==> src/rtl/raster_timing_gen.sv <==
module raster_timing_gen #(
  parameter int          DW         = 32,
  parameter int          AW         = 4,
  parameter logic [31:0] UNLOCK_KEY = 32'h0000_A5C3
) (
  input  logic          clk,
  input  logic          rst,
  input  logic          cfg_we,
  input  logic [AW-1:0] cfg_addr,
  input  logic [DW-1:0] cfg_wdata,
  output logic [DW-1:0] cfg_rdata,
  input  logic [2:0]    pwr_state,
  output logic [DW/2-1:0] hcount,
  output logic [DW/2-1:0] vcount,
  output logic          hsync,
  output logic          vsync,
  output logic          blank,
  output logic          video_active,
  output logic          dac_pwrdn,
  output logic          panel_on
);
  localparam int FW     = DW / 2;
  localparam int NT     = 6;
  localparam int CTRL_W = 4;
  localparam int A_LOCK = 0;
  localparam int A_CTRL = 1;
  localparam int A_TIM  = 2;

  logic              unlocked;
  logic [CTRL_W-1:0] ctrl;
  logic [NT-1:0][DW-1:0] pend, act;
  logic [FW-1:0]     h, v;

  wire en   = ctrl[0];
  wire hpol = ctrl[1];
  wire vpol = ctrl[2];
  wire upd  = ctrl[3];
  wire wr_ok = cfg_we && unlocked;

  wire [FW-1:0] hact = act[0][FW-1:0];
  wire [FW-1:0] htot = act[0][DW-1:FW];
  wire [FW-1:0] hbs  = act[1][FW-1:0];
  wire [FW-1:0] hbe  = act[1][DW-1:FW];
  wire [FW-1:0] hss  = act[2][FW-1:0];
  wire [FW-1:0] hse  = act[2][DW-1:FW];
  wire [FW-1:0] vact = act[3][FW-1:0];
  wire [FW-1:0] vtot = act[3][DW-1:FW];
  wire [FW-1:0] vbs  = act[4][FW-1:0];
  wire [FW-1:0] vbe  = act[4][DW-1:FW];
  wire [FW-1:0] vss  = act[5][FW-1:0];
  wire [FW-1:0] vse  = act[5][DW-1:FW];

  wire h_last = h >= htot;
  wire v_last = v >= vtot;
  wire wrap   = h_last && v_last;

  always_ff @(posedge clk) begin
    if (rst) begin
      unlocked <= 1'b0;
      ctrl     <= '0;
    end else begin
      if (cfg_we && cfg_addr == AW'(A_LOCK))
        unlocked <= (cfg_wdata == UNLOCK_KEY);
      if (wr_ok && cfg_addr == AW'(A_CTRL))
        ctrl <= cfg_wdata[CTRL_W-1:0];
    end
  end

  always_ff @(posedge clk) begin
    if (rst) begin
      pend <= '0;
      act  <= '0;
    end else begin
      if (!en || wrap)
        act <= pend;
      for (int i = 0; i < NT; i++) begin
        if (wr_ok && cfg_addr == AW'(A_TIM + i)) begin
          pend[i] <= cfg_wdata;
          if (upd) act[i] <= cfg_wdata;
        end
      end
    end
  end

  always_comb begin
    cfg_rdata = '0;
    if (cfg_addr == AW'(A_LOCK)) cfg_rdata[0] = unlocked;
    if (cfg_addr == AW'(A_CTRL)) cfg_rdata[CTRL_W-1:0] = ctrl;
    for (int i = 0; i < NT; i++)
      if (cfg_addr == AW'(A_TIM + i)) cfg_rdata = pend[i];
  end

  always_ff @(posedge clk) begin
    if (rst || !en) begin
      h <= '0;
      v <= '0;
    end else if (h_last) begin
      h <= '0;
      v <= v_last ? '0 : v + 1'b1;
    end else begin
      h <= h + 1'b1;
    end
  end

  logic vid_on, hs_on, vs_on;
  always_comb begin
    case (pwr_state)
      3'd0:    {vid_on, hs_on, vs_on} = 3'b111;
      3'd1:    {vid_on, hs_on, vs_on} = 3'b011;
      3'd2:    {vid_on, hs_on, vs_on} = 3'b010;
      3'd3:    {vid_on, hs_on, vs_on} = 3'b001;
      default: {vid_on, hs_on, vs_on} = 3'b000;
    endcase
  end
  wire panel_req = pwr_state <= 3'd3;

  wire h_blk = h > hbs && h <= hbe;
  wire v_blk = v > vbs && v <= vbe;
  wire h_syn = h > hss && h <= hse;
  wire v_syn = v > vss && v <= vse;

  always_ff @(posedge clk) begin
    if (rst) begin
      hcount       <= '0;
      vcount       <= '0;
      hsync        <= 1'b1;
      vsync        <= 1'b1;
      blank        <= 1'b1;
      video_active <= 1'b0;
      dac_pwrdn    <= 1'b1;
      panel_on     <= 1'b0;
    end else begin
      hcount       <= en ? h : '0;
      vcount       <= en ? v : '0;
      hsync        <= (en && hs_on && h_syn) ? hpol : !hpol;
      vsync        <= (en && vs_on && v_syn) ? vpol : !vpol;
      blank        <= !en || h_blk || v_blk || !vid_on;
      video_active <= en && h <= hact && v <= vact;
      dac_pwrdn    <= !(hs_on && vs_on);
      panel_on     <= panel_req;
    end
  end

  assert_reset_state_R1: assert property (@(posedge clk) disable iff (rst)
    $fell(rst) |-> (blank && dac_pwrdn && !panel_on && !video_active && hcount == '0 && vcount == '0));

  assert_locked_ignore_R3: assert property (@(posedge clk) disable iff (rst)
    (cfg_we && !unlocked && cfg_addr != AW'(A_LOCK)) |=> (pend == $past(pend) && ctrl == $past(ctrl)));

  assert_hold_zero_R4: assert property (@(posedge clk) disable iff (rst)
    !en |=> (h == '0 && v == '0));

  assert_idle_sync_R4: assert property (@(posedge clk) disable iff (rst)
    !en |=> (blank && hsync == !$past(hpol) && vsync == !$past(vpol)));

  assert_pixel_step_R5: assert property (@(posedge clk) disable iff (rst)
    (en && h < htot) |=> h == $past(h) + 1'b1);

  assert_line_hold_R5: assert property (@(posedge clk) disable iff (rst)
    (en && !h_last) |=> $stable(v));

  assert_dac_panel_R8: assert property (@(posedge clk) disable iff (rst)
    !dac_pwrdn |-> panel_on);
endmodule

==> config.mk <==
export PLATFORM = sky130hd
export DESIGN_NAME = raster_timing_gen
export DESIGN_NICKNAME = d
export VERILOG_FILES = /design/src/rtl/raster_timing_gen.sv
export SDC_FILE = /design/constraint.sdc
export NUM_CORES = 1
export LEC_CHECK = 0
export BUFFER_PORTS_ARGS = -buffer_cell sky130_fd_sc_hd__buf_2
export CAP_MARGIN = 15
export CORE_AREA = 2 2 187 234
export DETAILED_ROUTE_END_ITERATION = 7
export DIE_AREA = 0 0 189 236
export PLACE_DENSITY_LB_ADDON = 0.1
export SYNTH_ARGS = -nofsm -noshare
export SYNTH_HDL_FRONTEND = slang
export SYNTH_SLANG_ARGS = --single-unit
==> constraint.sdc <==
create_clock -name clk -period 2.7 [get_ports clk]
set_clock_uncertainty 0.15 [all_clocks]
set_input_delay 0.27 -clock clk [delete_from_list [all_inputs] [get_ports clk]]
set_output_delay 0.27 -clock clk [all_outputs]
set_load 0.01 [all_outputs]
Word-level counts from Yosys, hierarchy flattened
Cells that the tools add are included.
- $add $sub $neg: 2
- $lt $le $gt $ge: 13
- equal/unequal tests: 11
- muxes and demuxes: 27
- bitwise operators: 1
- reduce and logical (&&, ||, !) cells: 37
- operators by type and width (cell ; number):
    32-bit two-way mux ; 18
    192-bit two-way mux ; 1
    16-bit <= comparator ; 6
    16-bit > comparator ; 4
    16-bit by 1-bit adder with 16-bit output, second input constant ; 2
    32-bit by 16-bit equality test with 1-bit output, second input constant ; 1
    16-bit greater-or-equal comparator ; 2
    1-bit logical AND ; 21
    4-bit by 3-bit equality test with 1-bit output, second input constant ; 4
    16-bit two-way mux ; 1
    4-bit by 2-bit equality test with 1-bit output, second input constant ; 2
    3-bit by 2-bit equality test with 1-bit output, second input constant ; 2
    1-bit two-way mux ; 6
    3-bit OR reduction ; 2
    1-bit logical NOT ; 5
    1-bit logical OR ; 5
    4-bit by 1-bit equality test with 1-bit output, second input constant ; 1
    4-bit logical NOT ; 1
    4-bit two-way mux ; 1
    2-bit OR reduction ; 2
    3-bit by 1-bit equality test with 1-bit output, second input constant ; 1
    3-bit by 2-bit <= comparator with 1-bit output, second input constant ; 1
    3-bit logical NOT ; 1
    1-bit inverter ; 1
- register bits after elaboration: 459
- output and inout port bits: 70

Depth between registers and ports, before layout
Gate-level depths: netlist (run 1).
- depth in word-level cells: 9
- gate-level depth with buffers: 11

Worst setup path before layout (run 1)
Ideal clock, no wire load.
- path kind: reg2reg
- from: register v[11]
- to: register vsync
- setup time: 0.114 ns
- arrival: 2.593 ns
- data required time: 2.436 ns
- path slack: -0.157 ns
- stages on the path, launching flop included: 9
- period minus slack after synthesis: 2.857 ns
- path through: dfxtp_1 > ha_1 > a2111oi_2 > o21ai_1 > a221oi_2 > a21oi_1 > or4_1 > or4_1 > a21o_1
- cells in the longest elaborated chain, start to end: 4
- elaborated cells between the ends (all ways): 5
- ends and longest elaborated chain (element ; line ; source):
    start: declaration ; 32 ; logic [FW-1:0] h, v;
    start signal: assignment ; 99 ; v <= v_last ? '0 : v + 1'b1;
    16-bit > comparator or 16-bit <= comparator (tied branches) ; 120 ; wire v_syn = v > vss && v <= vse;
    1-bit logical AND * ; 120 ;
    1-bit logical AND * ; 136 ; vsync <= (en && vs_on && v_syn) ? vpol : !vpol;
    1-bit two-way mux * ; 136 ;
    end signal: assignment ; 136 ;
    end: declaration ; 16 ; output logic vsync,
Every way passes the cells marked *; elsewhere a longest branch is shown, timed or not.
A chain may end at the register's enable or synchronous reset.

Final worst setup path (run 1)
- from: register v[5]
- to: register act[65] (netlist name)
- cells in the longest elaborated chain, start to end: 6
- ends and longest elaborated chain (element ; line ; source):
    16-bit greater-or-equal comparator * ; 54 ; wire v_last = v >= vtot;
    1-bit logical AND * ; 55 ; wire wrap = h_last && v_last;
    1-bit logical OR * ; 74 ; if (!en || wrap)
    192-bit two-way mux * ; 74 ;
    32-bit two-way mux ; 79 ; if (upd) act[i] <= cfg_wdata;
    32-bit two-way mux * ; 77 ; if (wr_ok && cfg_addr == AW'(A_TIM + i)) begin
    end signal: assignment ; 75 ; act <= pend;
    end signal: indexed assignment ; 79 ;
    end: declaration ; 31 ; logic [NT-1:0][DW-1:0] pend, act;
Marks and branches as above.

==> flow_metrics.py, run 1 <==
metrics = {
    "power_and_ir_drop": {
        "swShare_pct": 23.5,
        "ir_drop_uv": 597,
        "total_power_w": 0.0140,
        "p_int_w": 0.0107,
        "power.share.combinational_pct": 3.9,
        "power.share.clock_pct": 47.9,
        "p_sw_w": 0.00329,
        "seqPwrFrac_pct": 48.2,
        "leakagePower_nw": 12.4,
        "power_density_nw_per_um2": 490,
    },
    "yosys": {
        "synth_area_per_cell_um2": 8.43,
        "synthXorXnorAreaFrac_pct": 0.532,
        "yosys_warnings": 0,
        "yosysUniqueCellTypes": 59,
        "synth_nets": 2970,
        "synth-async-reset-ratio_pct": 0,
        "synth_compound_area_share_pct": 17.8,
        "netlist_area_um2": 23000,
        "yosys.area_share.simple_pct": 15.8,
        "yosys.area_share.adder_pct": 10.5,
        "yosys_register_bits": 459,
        "muxShareOfSynthArea_pct": 8.61,
        "ys.flop_type": "dfxtp_1",
        "synth_cells": 2734,
        "synth_edf_count": 0,
        "synth_seq_area_share_pct": 39.9,
        "synth_top_family_by_area": "compound AO/OA/AOI/OAI gates",
    },
    "cts": {
        "clk_latency_ps": 600,
        "cts_max_level": 2,
        "clkSinkCount": 459,
        "cts.clk_slew.worst_paths_ps": 70,
        "cts_tree": "done",
        "cts_root_buf": "clkbuf_16",
        "cts.path.max_buffers": 3,
        "numCtsBuffers": 47,
    },
    "sta": {
        "maxSlewHeadroom_pct": 34.4,
        "fin_crit_sh_pct": 105,
        "max_freq_ghz": 0.353,
        "holdWs_ps": 216,
        "worstMarginPinSlew_ps": 984,
        "layout_setup_ws_ps": -133,
        "finalSetupViolCount": 192,
        "finalHoldViolations": 0,
        "drv_slew": 0,
        "rsz0062_at_grt": "true",
        "post-route-min-period_ps": 2830,
    },
    "floorplan": {
        "ios": 112,
        "dieArea_um2": 44600,
        "die_w_um": 189,
        "rows": 85,
        "start_util_pct": 54.0,
        "die_h_um": 236,
        "core_um2": 42600,
    },
    "final_layout": {
        "finalNetCount": 3256,
        "syn_to_final_growth_pct": 24.2,
        "drive_above_1_share_pct": 19.3,
    },
    "drt": {
        "drc_errors": 0,
        "final_antenna_net_count": 0,
        "via_count": 22700,
        "first_pass_iters": 8,
        "viasPerCell": 6.26,
        "wl_per_cell_um": 25.4,
        "dr.first_iter.drc_count": 2496,
        "drt-total-wl_um": 92200,
    },
    "worst_setup_path": {
        "arrival_ps": 3140,
        "path_class": "flop to flop",
        "cp_slowest_cell": "dfxtp_1",
        "crit_path_frequent_cell": "buf_4",
        "cp_cell_sequence": "ha_1 -> and3_1 -> a31oi_1 -> o21ai_1 -> a211oi_2 -> buf_4 -> o21ai_4 -> buf_4 -> clkbuf_16 -> buf_12 -> mux2i_1 -> o22ai_1",
        "rr_worst_depth": 12,
        "cp_slowest_stage_delay_ps": 480,
        "crit_fanout": 8,
        "worstPathRequired_ps": 3000,
        "critPathLaunchType": "flop",
        "path_depth": 12,
        "crit_family": "compound AO/OA/AOI/OAI gates",
        "crit_buf_inv": 4,
        "endpoint_kind": "flop",
    },
    "placed_design": {
        "pre_cts_ws_ps": -316,
        "hpwl_um": 65400,
        "io_buffers": 111,
        "gp_congestion": 1.01,
    },
    "run": {
        "maxCapViolations": 0,
    },
    "global_route": {
        "grt_pass1_wl_um": 134000,
        "antenna_found_initial": 3,
        "track_usage_pct": 39.9,
        "grt_max_degree": 81,
        "grt_pass1_vias": 22000,
        "overflow": 0,
    },
    "worst_hold_path": {
        "hold_depth": 5,
        "hold_path_class": "primary input to flop",
    },
    "run_status": {
        "violations": "setup timing",
        "status": "complete, but fails checks",
    },
}
[synth_stat cells (20+ instances only)]
cell      count  area (um2)
nand3_1      47         235
clkbuf_1    136         510
mux2i_1     196        1960
o22ai_1     191        1190
nand2_1     460        1730
inv_1       194         728
ha_1        194        2430
dfxtp_1     459        9190
nand4_1      32         200
a22oi_1      59         443
buf_4        20         150
nor2_1       99         372
nand2b_1     51         319
and2_1       30         188
a21oi_1     253        1270
o21ai_0      62         310
[per-layer routing]
layer  up-vias  share of wire, %  track usage, %  wire length [um]
met5         -                 0               0                 0
met4         0               5.3            19.7              4920
met3       278                12            11.4             10600
met2      1351                45            62.7             41200
met1     10800                38            50.1             35400
li1      10200                 -               -                 -
[registers in the layout, indices dropped and copies added (netlist names)]
name,cells
video_active,1
hsync,1
ctrl,4
v,16
unlocked,1
vcount,16
dac_pwrdn,1
blank,1
vsync,1
hcount,16
panel_on,1
h,16
pend,192
act,192
[layout by cell type, fill, tap and decap left out, types with 32 or more instances in the layout]
cell type | synthesis | routed
dlygate4sd3_1 | 0 | 38
nand4_1 | 32 | 32
mux2i_1 | 196 | 187
a21oi_1 | 253 | 244
buf_2 | 11 | 110
inv_1 | 194 | 185
clkbuf_16 | 0 | 58
nand2b_1 | 51 | 49
nand3_1 | 47 | 47
ha_1 | 194 | 182
o22ai_1 | 191 | 191
dfxtp_1 | 459 | 426
o21ai_0 | 62 | 56
nor2_1 | 99 | 92
a22oi_1 | 59 | 59
nand2_1 | 460 | 458
buf_4 | 20 | 223
[final timing paths]
| check | startpoint | to | slack (ps) |
|---|---|---|---|
| setup / recovery | v[5] | act[65] | -130 |
| hold / removal | cfg_addr[0] | unlocked | 220 |
| setup reg to reg | v[5] | act[65] | -130 |
| hold reg to reg | pend[112] | pend[112] | 320 |
[final cells by class]
class                           instances  area, um2
Antenna cell                            2       5.00
Timing Repair Buffer                  426       3610
Fill cell                            3551      14000
Clock buffer                           69       1410
Tap cell                              565        707
Sequential cell                       459       9240
Multi-Input combinational cell       1892      12800
Clock inverter                         16        150
Inverter                              194        728
[metrics by stage]
step	utilization [%]	TNS (ps)	std cells	instance area, um2
6_report	67.1	-12700	3623	28600
4_1_cts	65.9	-3090	3608	28100
3_3_place_gp	60.2	-47500	3468	25700
2_1_floorplan	-	0	2734	23100
3_5_place_dp	60.2	-42440	3468	25700
5_1_grt	67.1	-28270	3621	28600
[cell families after synthesis]
kind of cell / after synthesis
flops: 459
mux: 198
fa+ha+maj: 194
buf+inv: 383
simple gates: 809
compound gates: 677
xor+xnor: 14
[what timing repair did]
| item | CTS | global route |
|---|---|---|
| setup endpoints to repair | 224 | 210 |
| resized for setup | 99 | 61 |
| hold endpoints to repair | 202 | 0 |
| setup buffers | 14 | 8 |
| pin swaps | 35 | 29 |
| gates cloned | 3 | 9 |
| hold buffers | 38 | 0 |
[worst min-delay path, delay by kind of cell]
kind            cells  cell delay, ps
compound gates      1              90
buf+inv             1             220
simple gates        3             340
[power by group through the flow]
stage,logic [W],clock network (W),registers (W)
after floorplan,0.000257,0,0.00692
after global placement,0.000474,0,0.00692
after detailed placement,0.000476,0,0.00692
after CTS,0.000520,0.00671,0.00677
after global routing,0.000558,0.00701,0.00676
final,0.000547,0.00671,0.00677
(Power assumes the default switching activity.)
==> run 2: changes to the inputs <==
BUFFER_PORTS_ARGS = -buffer_cell sky130_fd_sc_hd__buf_4   (was -buffer_cell sky130_fd_sc_hd__buf_2)
==> run 2 against run 1 <==
The run still ends with setup timing left. Sequential share of layout area down 0.79 points. Global-route usage fell by 0.13 points. Wire length down 0.91%. Critical path depth is 3 lower. Setup slack got worse by 55 ps. Cell count is essentially flat. Highest routed layer unchanged. Clock power up 1%. Total power rose by 0.75%. Hold slack got worse by 150 ps. Combinational power increased by 2%. Clock-buffer cell count up 1.
==> flow_metrics.py, run 2 (same netlist as run 1, synthesis figures left out) <==
metrics = {
    "run_status": {
        "status": "complete, but fails checks",
        "violations": "setup timing",
    },
    "floorplan": {
        "die_h_um": 236,
        "core_um2": 42600,
        "start_util_pct": 54.0,
        "die_w_um": 189,
        "ios": 112,
        "dieArea_um2": 44600,
        "rows": 85,
    },
    "sta": {
        "finalSetupViolCount": 104,
        "setup_tns_ps": -6510,
        "layout_setup_ws_ps": -187,
        "holdWs_ps": 65.9,
        "worstMarginPinSlew_ps": 760,
        "rsz0062_at_grt": "true",
        "post-route-min-period_ps": 2890,
        "fin_crit_sh_pct": 107,
        "max_freq_ghz": 0.346,
        "drv_slew": 0,
        "maxSlewHeadroom_pct": 49.1,
        "finalHoldViolations": 0,
    },
    "drt": {
        "via_count": 22700,
        "final_antenna_net_count": 0,
        "wl_per_cell_um": 25.2,
        "viasPerCell": 6.26,
        "drt-total-wl_um": 91300,
        "first_pass_iters": 6,
        "dr.first_iter.drc_count": 2415,
        "drc_errors": 0,
    },
    "global_route": {
        "overflow": 0,
        "grt_max_degree": 89,
        "grt_pass1_wl_um": 133000,
        "antenna_found_initial": 0,
        "track_usage_pct": 39.8,
        "grt_pass1_vias": 21800,
    },
    "placed_design": {
        "gp_congestion": 1.03,
        "pre_cts_ws_ps": -373,
        "hpwl_um": 63400,
        "io_buffers": 111,
    },
    "worst_setup_path": {
        "ff2ff_setup_slack_ps": -190,
        "worstPathRequired_ps": 3030,
        "crit_fanout": 3,
        "arrival_ps": 3220,
        "endpoint_kind": "flop",
        "reg2reg_to": "vsync",
        "path_class": "flop to flop",
        "crit_start": "v[13]",
        "rr_worst_depth": 9,
        "critPathLaunchType": "flop",
        "r2r-start": "v[13]",
        "endpoint": "vsync",
    },
    "power_and_ir_drop": {
        "power.share.combinational_pct": 4.0,
        "power.share.clock_pct": 48.2,
        "power_density_nw_per_um2": 481,
        "swShare_pct": 23.3,
        "p_sw_w": 0.00329,
        "p_int_w": 0.0108,
        "seqPwrFrac_pct": 47.9,
        "ir_drop_uv": 593,
        "leakagePower_nw": 12.6,
    },
    "final_layout": {
        "finalNetCount": 3261,
        "post-route-util_pct": 68.8,
        "n_fill_cell": 3459,
        "antennaDiodeCount": 0,
        "syn_to_final_growth_pct": 27.5,
        "largestRegisters": "act: 192 flops, pend: 192 flops",
        "final_cell_mix": "nand2_1 (457), dfxtp_1 (422), buf_4 (300)",
        "final_common_cell": "nand2_1",
        "drive_above_1_share_pct": 19.8,
    },
    "cts": {
        "cts_max_level": 2,
        "clk_latency_ps": 610,
        "cts.path.max_buffers": 3,
        "cts.clk_slew.worst_paths_ps": 60,
        "clkSinkCount": 459,
        "cts_tree": "done",
        "cts_root_buf": "clkbuf_16",
        "numCtsBuffers": 47,
    },
    "run": {
        "maxCapViolations": 0,
    },
    "worst_hold_path": {
        "hp-start": "cfg_addr[1]",
        "hold_path_class": "primary input to flop",
    },
}
## run 2: changes by cell type in the layout (fill, tap and decap cells not counted), moves of 11 or more
cell,before,now
buf_4,223,300
dlygate4sd3_1,38,60
buf_2,110,0
buf_12,16,27
## run 2: timing repair
action	CTS	global route
setup endpoints to repair	221	225
pin swaps	32	25
resized for setup	116	102
cloned	14	3
hold buffers	60	0
endpoints found under the hold margin	211	0
setup buffers	27	11
## run 2: worst min-delay path by stage
stage                     cells past startpoint  slack (ps)       end
after CTS                                     5          30  unlocked
after detailed placement                      2         300  panel_on
final                                         5          70  unlocked
after global placement                        2         300  panel_on
after floorplan                               1         190  panel_on
after global routing                          5          80  unlocked
## run 2: power groups by stage
stage	Combinational, W	Sequential (W)	Clock [W]
2_1_floorplan	0.000257	0.00692	0
3_3_place_gp	0.000482	0.00692	0
3_5_place_dp	0.000485	0.00692	0
4_1_cts	0.000531	0.00677	0.00682
5_1_grt	0.000568	0.00676	0.00708
6_report	0.000558	0.00677	0.00681
## run 2: stage by stage
stage / power, W / instances / cell area (um2)
3_3_place_gp: 0.00740 / 3433 / 25700
2_1_floorplan: 0.00718 / 2734 / 23100
3_5_place_dp: 0.00741 / 3433 / 25700
4_1_cts: 0.0141 / 3617 / 28900
6_report: 0.0141 / 3626 / 29400
5_1_grt: 0.0144 / 3626 / 29400
## run 2: layout make-up
| type | instances | area [um2] | area share, % |
|---|---|---|---|
| clock buffers | 70 | 1410 | 4.82 |
| well taps | 565 | 707 | 2.41 |
| clock inverters | 15 | 174 | 0.592 |
| inverters | 194 | 728 | 2.48 |
| multi-input cells | 1892 | 12900 | 44.0 |
| flip-flops and latches | 459 | 9250 | 31.5 |
| repair buffers | 431 | 4170 | 14.2 |
## run 2: per-layer routing
metal	track usage (%)	share of wire, %	vias to the layer above
met5	0	0	-
met4	20.4	6.3	0
met3	10.5	11	364
met2	62.2	44	1383
met1	50.4	39	10700
li1	-	-	10200
## run 2: worst max-delay path, cell delays in order (launching register included)
cell	delay (ps)
dfxtp_1	440
buf_4	180
ha_1	220
and3_2	250
nand4_1	90
buf_4	160
nor3_2	60
or4_4	520
or4_4	490
a21o_1	210
